### config.mk
export PLATFORM = sky130hd
export DESIGN_NAME = rx_err_fifo
export DESIGN_NICKNAME = d
export VERILOG_FILES = /design/src/rtl/rxf_pkg.sv /design/src/rtl/rxf_ram.sv /design/src/rtl/rxf_ctrl.sv /design/src/rtl/rxf_timer.sv /design/src/rtl/rx_err_fifo.sv
export SDC_FILE = /design/constraint.sdc
export NUM_CORES = 1
export LEC_CHECK = 0
export ABC_AREA = 1
export CELL_PAD_IN_SITES_DETAIL_PLACEMENT = 1
export CELL_PAD_IN_SITES_GLOBAL_PLACEMENT = 2
export CORE_MARGIN = 2
export CORE_UTILIZATION = 37
export DETAILED_ROUTE_END_ITERATION = 8
export DONT_BUFFER_PORTS = 1
export GPL_TIMING_DRIVEN = 0
export HOLD_SLACK_MARGIN = 0.08
export PLACE_DENSITY = 0.83
export REMOVE_ABC_BUFFERS = 1
export SYNTH_ARGS = -nofsm -noshare
export SYNTH_HDL_FRONTEND = slang
export SYNTH_HIERARCHICAL = 1
export SYNTH_SLANG_ARGS = --single-unit
### constraint.sdc
create_clock -name clk -period 7.25 [get_ports clk]
set_input_delay 1.8125 -clock clk [delete_from_list [all_inputs] [get_ports clk]]
set_output_delay 1.8125 -clock clk [all_outputs]
set_load 0.01 [all_outputs]
### src/rtl/rxf_pkg.sv
package rxf_pkg;

  typedef struct packed {
    logic brk;
    logic frm;
    logic par;
  } rx_err_t;

  localparam int ERR_BITS = $bits(rx_err_t);

endpackage

### src/rtl/rxf_ram.sv
module rxf_ram #(
  parameter int WIDTH = 11,
  parameter int DEPTH = 16,
  parameter int AW    = 4
) (
  input  logic             clk,
  input  logic             rst,
  input  logic             we,
  input  logic [AW-1:0]    waddr,
  input  logic [WIDTH-1:0] wdata,
  input  logic             re,
  input  logic [AW-1:0]    raddr,
  output logic [WIDTH-1:0] rdata
);

  logic [WIDTH-1:0] mem [DEPTH];

  always_ff @(posedge clk) begin
    if (we) mem[waddr] <= wdata;
  end

  // registered read port; old data is returned on a same-address collision
  always_ff @(posedge clk) begin
    if (rst)     rdata <= '0;
    else if (re) rdata <= mem[raddr];
  end

endmodule

### src/rtl/rxf_ctrl.sv
module rxf_ctrl #(
  parameter int DEPTH  = 16,
  parameter int AW     = 4,
  parameter int CW     = 5,
  parameter int TRIG_0 = 1,
  parameter int TRIG_1 = 4,
  parameter int TRIG_2 = 8,
  parameter int TRIG_3 = 14
) (
  input  logic          clk,
  input  logic          rst,
  input  logic          flush,
  input  logic          fifo_en,
  input  logic [1:0]    trig_sel,
  input  logic          wr_req,
  input  logic          rd_req,
  output logic          wr_ok,
  output logic          rd_ok,
  output logic [AW-1:0] wr_ptr,
  output logic [AW-1:0] rd_ptr,
  output logic [CW-1:0] count,
  output logic          full,
  output logic          empty,
  output logic          almost_full,
  output logic          overrun
);

  localparam logic [CW-1:0] CAP_Q = CW'(DEPTH);
  localparam logic [CW-1:0] ONE   = CW'(1);
  localparam logic [AW-1:0] LAST  = AW'(DEPTH - 1);

  logic [CW-1:0] cnt_q, cnt_n, cap, trig;
  logic [AW-1:0] wp_q, rp_q;
  logic          full_q, empty_q, af_q, ovr_q;

  always_comb begin
    cap = fifo_en ? CAP_Q : ONE;
    unique case (trig_sel)
      2'd0:    trig = CW'(TRIG_0);
      2'd1:    trig = CW'(TRIG_1);
      2'd2:    trig = CW'(TRIG_2);
      default: trig = CW'(TRIG_3);
    endcase
    if (!fifo_en) trig = ONE;
  end

  assign rd_ok = rd_req && !empty_q && !flush;
  assign wr_ok = wr_req && !flush && ((cnt_q < cap) || rd_ok);

  always_comb begin
    cnt_n = cnt_q;
    if (flush)               cnt_n = '0;
    else if (wr_ok && !rd_ok) cnt_n = cnt_q + ONE;
    else if (rd_ok && !wr_ok) cnt_n = cnt_q - ONE;
  end

  function automatic logic [AW-1:0] bump(input logic [AW-1:0] p);
    return (p == LAST) ? '0 : p + AW'(1);
  endfunction

  always_ff @(posedge clk) begin
    if (rst) begin
      wp_q    <= '0;
      rp_q    <= '0;
      cnt_q   <= '0;
      full_q  <= 1'b0;
      empty_q <= 1'b1;
      af_q    <= 1'b0;
      ovr_q   <= 1'b0;
    end else begin
      if (flush) begin
        wp_q <= '0;
        rp_q <= '0;
      end else begin
        if (wr_ok) wp_q <= bump(wp_q);
        if (rd_ok) rp_q <= bump(rp_q);
      end
      cnt_q   <= cnt_n;
      full_q  <= (cnt_n == cap);
      empty_q <= (cnt_n == '0);
      af_q    <= (cnt_n >= trig);
      if (wr_req && !wr_ok && !flush) ovr_q <= 1'b1;
    end
  end

  assign wr_ptr      = wp_q;
  assign rd_ptr      = rp_q;
  assign count       = cnt_q;
  assign full        = full_q;
  assign empty       = empty_q;
  assign almost_full = af_q;
  assign overrun     = ovr_q;

endmodule

### src/rtl/rxf_timer.sv
module rxf_timer #(
  parameter int TO_W = 16
) (
  input  logic            clk,
  input  logic            rst,
  input  logic            flush,
  input  logic            activity,
  input  logic            empty,
  input  logic [TO_W-1:0] limit,
  output logic            fired
);

  logic [TO_W-1:0] idle_q;
  logic            fired_q;
  logic [TO_W-1:0] idle_n;

  assign idle_n = idle_q + TO_W'(1);

  always_ff @(posedge clk) begin
    if (rst || flush || activity || empty) begin
      idle_q  <= '0;
      fired_q <= 1'b0;
    end else if (!fired_q) begin
      idle_q <= idle_n;
      if (limit != '0 && idle_n == limit) fired_q <= 1'b1;
    end
  end

  assign fired = fired_q;

endmodule

### src/rtl/rx_err_fifo.sv
module rx_err_fifo
  import rxf_pkg::*;
#(
  parameter int DATA_W = 8,
  parameter int DEPTH  = 16,
  parameter int TO_W   = 16,
  parameter int TRIG_0 = 1,
  parameter int TRIG_1 = 4,
  parameter int TRIG_2 = 8,
  parameter int TRIG_3 = 14
) (
  input  logic                     clk,
  input  logic                     rst,
  input  logic                     cfg_fifo_en,
  input  logic [1:0]               cfg_trig_sel,
  input  logic [TO_W-1:0]          cfg_timeout,
  input  logic                     err_wr,
  input  logic [ERR_BITS-1:0]      err_in,
  input  logic                     data_wr,
  input  logic [DATA_W-1:0]        data_in,
  input  logic                     rd,
  output logic [DATA_W-1:0]        rd_data,
  output logic [ERR_BITS-1:0]      lsr_err,
  output logic [$clog2(DEPTH+1)-1:0] count,
  output logic                     full,
  output logic                     empty,
  output logic                     almost_full,
  output logic                     timeout_flag,
  output logic                     overrun,
  output logic                     rx_irq
);

  localparam int AW     = $clog2(DEPTH);
  localparam int CW     = $clog2(DEPTH + 1);
  localparam int WORD_W = DATA_W + ERR_BITS;

  rx_err_t           shadow_q;
  logic              fifo_en_q;
  logic              flush;
  logic              wr_ok, rd_ok;
  logic [AW-1:0]     wr_ptr, rd_ptr;
  logic [WORD_W-1:0] rd_word;

  // shadow status bits and mode history
  always_ff @(posedge clk) begin
    if (rst) begin
      shadow_q  <= '0;
      fifo_en_q <= cfg_fifo_en;
    end else begin
      if (err_wr) shadow_q <= rx_err_t'(err_in);
      fifo_en_q <= cfg_fifo_en;
    end
  end

  assign flush = (cfg_fifo_en != fifo_en_q);

  rxf_ctrl #(
    .DEPTH(DEPTH), .AW(AW), .CW(CW),
    .TRIG_0(TRIG_0), .TRIG_1(TRIG_1), .TRIG_2(TRIG_2), .TRIG_3(TRIG_3)
  ) u_ctrl (
    .clk(clk), .rst(rst), .flush(flush), .fifo_en(cfg_fifo_en),
    .trig_sel(cfg_trig_sel), .wr_req(data_wr), .rd_req(rd),
    .wr_ok(wr_ok), .rd_ok(rd_ok), .wr_ptr(wr_ptr), .rd_ptr(rd_ptr),
    .count(count), .full(full), .empty(empty),
    .almost_full(almost_full), .overrun(overrun)
  );

  rxf_ram #(.WIDTH(WORD_W), .DEPTH(DEPTH), .AW(AW)) u_ram (
    .clk(clk), .rst(rst),
    .we(wr_ok), .waddr(wr_ptr), .wdata({shadow_q, data_in}),
    .re(rd_ok), .raddr(rd_ptr), .rdata(rd_word)
  );

  rxf_timer #(.TO_W(TO_W)) u_timer (
    .clk(clk), .rst(rst), .flush(flush), .activity(data_wr | rd),
    .empty(empty), .limit(cfg_timeout), .fired(timeout_flag)
  );

  assign rd_data = rd_word[DATA_W-1:0];
  assign lsr_err = rd_word[WORD_W-1:DATA_W];
  assign rx_irq  = almost_full | timeout_flag;

endmodule

# Word-level counts from Yosys, hierarchy flattened
# Memory sizes are Yosys's and may differ from the RTL's. A register that Yosys moved wholly into a read port is not among the register bits.
# Cells that the tools add are included.
[word_totals] ramBits=176 regBits=38 in_bits=35 n_memories=1 elab_cells=63 out_inout_bits=22
[memory_table] name="u_ram.mem" words=16 width=11 rd=1 rd_clocked_by_memory_dff=1 write_ports=1 line="rxf_ram.sv:16" source="logic [WIDTH-1:0] mem [DEPTH];"
[op_classes] n_lt_le_gt_ge=2 n_eq_ne=7 addsub=5 reduce_logical=21 bitwise_logic=2 n_mux=12
[ops] op="$mux 5" n=4
[ops] op="$add 16x1->16 const B" n=1
[ops] op="$eq 16x16->1" n=1
[ops] op="$reduce_bool 16->1" n=1
[ops] op="$mux 4" n=3
[ops] op="$pmux 4 s3" n=1
[ops] op="$logic_and 1x1->1" n=9
[ops] op="$add 4x1->4 const B" n=2
[ops] op="$eq 4x4->1 const B" n=2
[ops] op="$add 5x1->5 const B" n=1
[ops] op="$eq 5x5->1" n=1
[ops] op="$ge 5x4->1" n=1
[ops] op="$logic_not 5->1" n=1
[ops] op="$lt 5x5->1" n=1
[ops] op="$sub 5x1->5 const B" n=1
[ops] op="$logic_not 1->1" n=4
[ops] op="$logic_or 1x1->1" n=4
[ops] op="$mux 1" n=4
[ops] op="$eq 2x1->1 const B" n=1
[ops] op="$eq 2x2->1 const B" n=1
[ops] op="$logic_not 2->1" n=1
[ops] op="$or 1x1->1" n=2
[ops] op="$reduce_or 2->1" n=1
[ops] op="$ne 1x1->1" n=1

# Longest topological paths before layout
[logic_depth] ltp_word=11 depth_mapped=16

# By module
# The synthesis kept the hierarchy.
[by_module_without_submodules] mod="rxf_ram" seq_area_each_um2=5505.3 cells_each=662 instances=1 area_per_inst_um2=7549.7
[by_module_without_submodules] mod="rxf_timer" seq_area_each_um2=340.3 cells_each=260 instances=1 area_per_inst_um2=1463.9
[by_module_without_submodules] mod="rxf_ctrl" seq_area_each_um2=340.3 cells_each=168 instances=1 area_per_inst_um2=1161.1
[by_module_without_submodules] mod="rx_err_fifo" seq_area_each_um2=80.1 cells_each=23 instances=1 area_per_inst_um2=161.4

# Worst setup path before layout
# OpenSTA, ideal clock, no wires.
[synth_path] path_kind="input to register" startpoint="input port cfg_fifo_en" endpoint="register u_ctrl.af_q, in the netlist u_ctrl/almost_full" slack_ns=3.379 stages=15 required_time_ns=7.128 t_arrival_ns=3.749 setup_time_ns=0.122 path_buffers=0 cell_sequence="xor2_1 > inv_2 > nand2_2 > nand3_4 > nand2_2 > inv_2 > nand3_2 > nand3_2 > ha_1 > inv_1 > a21boi_0 > o21ai_0 > nand2_1 > a21oi_1 > a21oi_1"
[synth_via] elab_chain_cells=11 elab_cells_between_ends=17
[synth_lines] element="start, declared" line="rx_err_fifo.sv:14" source="input logic cfg_fifo_en,"
[synth_lines] element="branches (longest 4 deep; another with $lt 5x5->1)"
[synth_lines] element="$logic_and 1x1->1 (*)" line="rxf_ctrl.sv:48" source="assign wr_ok = wr_req && !flush && ((cnt_q < cap) || rd_ok);"
[synth_lines] element="net wr_ok" line="rx_err_fifo.sv:40" source="logic wr_ok, rd_ok;"
[synth_lines] element="$logic_not 1->1" line="rxf_ctrl.sv:54" source="else if (rd_ok && !wr_ok) cnt_n = cnt_q - ONE;"
[synth_lines] element="$logic_and 1x1->1" line="rxf_ctrl.sv:54"
[synth_lines] element="$mux 5" line="rxf_ctrl.sv:54"
[synth_lines] element="$mux 5 (*)" line="rxf_ctrl.sv:53" source="else if (wr_ok && !rd_ok) cnt_n = cnt_q + ONE;"
[synth_lines] element="$mux 5 (*)" line="rxf_ctrl.sv:52" source="if (flush) cnt_n = '0;"
[synth_lines] element="$ge 5x4->1 (*)" line="rxf_ctrl.sv:81" source="af_q <= (cnt_n >= trig);"
[synth_lines] element="end signal, assigned" line="rxf_ctrl.sv:81"
[synth_lines] element="end, declared" line="rxf_ctrl.sv:34" source="logic full_q, empty_q, af_q, ovr_q;"
# Mark *: on every way through the listed nets, which the timed path passes.
# A chain may end at the register's enable or synchronous reset.

# Final worst setup path
[layout_path] startpoint="input port cfg_fifo_en" endpoint="memory u_ram.mem[9][8] (enable)"
[layout_via] elab_chain_cells=7 elab_cells_between_ends=10
[layout_lines] element="branches (longest 4 deep; another with $lt 5x5->1)"
[layout_lines] element="$logic_and 1x1->1 (*)" line="rxf_ctrl.sv:48"
[layout_lines] element="net wr_ok" line="rx_err_fifo.sv:40"
[layout_lines] element="$mux 1 (*)" line="rxf_ram.sv:19" source="if (we) mem[waddr] <= wdata;"
[layout_lines] element="$mux 1 (not written as such) (*)" line="rxf_ram.sv:19"
[layout_lines] element="end, declared" line="rxf_ram.sv:16"
# Marked as above.

==> results.toml <==
[logic_synthesis]
syn_avg_cell_area_sq_um = 9.29
synth_top_area_share_pct = 51.1
netlist_area_sq_mm = 0.0103
seq_area_frac_synth_pct = 60.6
synthFlopType = "edfxtp_1"
yosys_warnings = 6
yosys.cell_types.count = 40
netlist_top_cells_area = "edfxtp_1 (51%), nand2_1 (13%), dfxtp_1 (9.5%)"
ys_ff_latch = 225
async_reset_ff_share_pct = 0
synth-edff-count = 176
synth_top_area_cell = "edfxtp_1"
syn_inst = 1113

[power_and_ir_drop]
leakage_nw = 4.46
power_mw = 2.82
vdd_drop_max_v = 0.000193
power.density_mw_per_mm2 = 246

[sta]
worst_slew_pin_slew_ns = 1.35
tns_ns = 0
hold_viol = 0
finalCriticalPeriod_ns = 4.03
slew_viol_final = 0
maxSlewHeadroom_pct = 9.94
max_freq_mhz = 248
finClkSkew_ns = 0.00917
period_share_pct = 55.6
rsz0062_at_grt = "false"
worst_slack_ns = 3.22
finalSetupViolCount = 0
whs_ns = 0.508

[cts]
cts_resized = 0
h-tree-depth = 1
path_clk_slew_ns = 0.06
clockBufferDepth = 3
worstSkewPairLatency_ns = 0.52
cts.sinks = 225
cts_setup_buffers = 0
cts_tree = "yes"
root_buffer = "clkbuf_16"
cts_hold_buf = 0
numCtsBuffers = 25

[global_route]
grt_pass1_vias = 7854
grt.overflow.total = 0
antenna_found_initial = 0
grt_use_total_pct = 18.4
grt_pass1_wl_um = 41600
grt_max_degree = 89

[finish]
area_growth_pct = 10.8
multi_input_area_sq_mm = 0.00347
n_antenna_cell = 0
fillers = 3160
final_layout_size_suffix_gt1_share_pct = 7.05
ff_latch_area_sq_mm = 0.00627
fin_nets = 1148

[die]
die-width_um = 171
die_area_sq_mm = 0.0293
core_sq_mm = 0.0276
pin_count = 57
die_h_um = 171
num_rows = 61
initial_core_util_pct = 37.4

[critical_path]
ff2ff_setup_slack_ns = 4.17
cp-start-kind = "primary input"
cp-end-kind = "flop"
cp_max_fo = 11
worstPathRequired_ns = 7.38
criticalPathCategory = "primary input to flop"
worstPathArrival_ns = 4.16

[detailed_routing]
postRouteAntennaNets = 0
drt-initial-drc-count = 312
drt_wl_total_um = 26300
drt_pre_antenna_iters = 7
viasPerCell = 5.04
num_vias = 7543
drc = 0
wire_per_inst_um = 17.5

[run_status]
outcome = "finished clean"

[min_path]
min_path_type = "flop to flop"

[run]
cap_viol_max_count = 0

[placement]
port_buffers = 0
hpwl_um = 16400
place.gp.congestion = 0.762
pre_cts_slack_ns = 2.66
layout make-up:
cell class	instances	share of cell area (%)
Sequential cell	225	54.8
Multi-Input combinational cell	752	30.3
Clock buffer	32	5.69
Tap cell	378	4.13
Inverter	94	3.10
Clock inverter	12	1.18
Timing Repair Buffer	5	0.819
synthesized netlist by cell type, types with 2 or more instances:
library cell and count:
buf_4 3, clkinv_1 2, dfxtp_1 49, buf_6 7, inv_1 83, ha_1 10
a21oi_1 15, nand3b_1 3, nand4_1 12, nor2_1 87, o21ai_1 6, nand2_2 9
nand2_1 355, clkbuf_1 10, nor2_4 5, nor2_2 6, buf_2 21, xor2_1 4
inv_2 8, or2_2 3, o21ai_0 14, o211ai_1 6, nor3_1 5, edfxtp_1 176
nand3_1 196, xnor2_1 2, nand3_2 3
cells by family (layout without fill, tap and decap cells):
group                    count (synthesis)  count (layout)  synth area share (%)
XOR/XNOR                                 6               6                 0.508
AO/OA/AOI/OAI                           48              48                  2.68
flip-flops                             225             225                  60.6
buffers and inverters                  136             143                  5.83
AND/OR/NAND/NOR                        688             688                  29.1
adder cells (fa/ha/maj)                 10              10                  1.21
critical path, cell delays in order:
cell and delay (ns):
xor2_1 0.24, inv_2 0.20, nand2_2 0.21, nand3_4 0.19, nand2_2 0.12, inv_2 0.18, nand3b_1 0.17, nor2_1 1.03
sequential cells by signal, indices dropped and copies added (netlist names):
name                count
u_timer/fired           1
shadow_q                3
u_ram/mem             176
u_ctrl/empty            1
u_ctrl/wr_ptr           4
u_ram/rdata            11
u_ctrl/overrun          1
fifo_en_q               1
u_timer/idle_q         16
u_ctrl/almost_full      1
u_ctrl/rd_ptr           4
u_ctrl/full             1
u_ctrl/count            5
layer usage:
| layer | track usage, % | vias up | part of all wire, % | wire, um |
|---|---|---|---|---|
| met3 | 3.52 | 44 | 5.0 | 1330 |
| met4 | 5.67 | 0 | 2.3 | 597 |
| li1 | - | 3716 | - | - |
| met5 | 0 | - | 0 | 0 |
| met2 | 32.9 | 142 | 50 | 13100 |
| met1 | 22.3 | 3641 | 43 | 11200 |
layout by cell type (no fill, tap or decap), types with 2 or more instances in the layout:
cell       instances
a21oi_1           15
buf_16             2
bufinv_16          3
clkbuf_1           7
clkbuf_16         25
clkinv_1           7
clkinv_2           2
dfxtp_1           47
edfxtp_1         176
ha_1              10
inv_1             83
inv_2              8
nand2_1          355
nand2_2            9
nand3_1          196
nand3_2            3
nand3b_1           3
nand4_1           12
nor2_1            87
nor2_2             6
nor2_4             5
nor3_1             5
o211ai_1           6
o21ai_0           14
o21ai_1            6
or2_2              3
xnor2_1            2
xor2_1             4
through the flow:
step,instance area (sq um),instances,util [%]
2_1_floorplan,10100,1071,-
3_3_place_gp,10600,1449,38.2
3_5_place_dp,10600,1452,38.5
4_1_cts,11400,1496,41.4
5_1_grt,11500,1498,41.5
6_report,11500,1498,41.5
path summary, 6_finish.rpt:
path                                        start           endpoint  cells past startpoint
worst max-delay path                  cfg_fifo_en    u_ram/mem[9][8]                      8
worst min-delay path            u_timer/idle_q[1]  u_timer/idle_q[1]                      2
worst max register to register    u_ctrl/count[4]    u_ram/mem[9][8]                      7
worst min register to register  u_timer/idle_q[1]  u_timer/idle_q[1]                      2
report_power, final:
group,switching (mW),internal [mW],total [mW]
Sequential,0.0262,1.41,1.43
Combinational,0.100,0.0510,0.151
Clock,0.494,0.738,1.23
Total,0.621,2.20,2.82
Note: power is estimated with default switching activity, not from simulation.
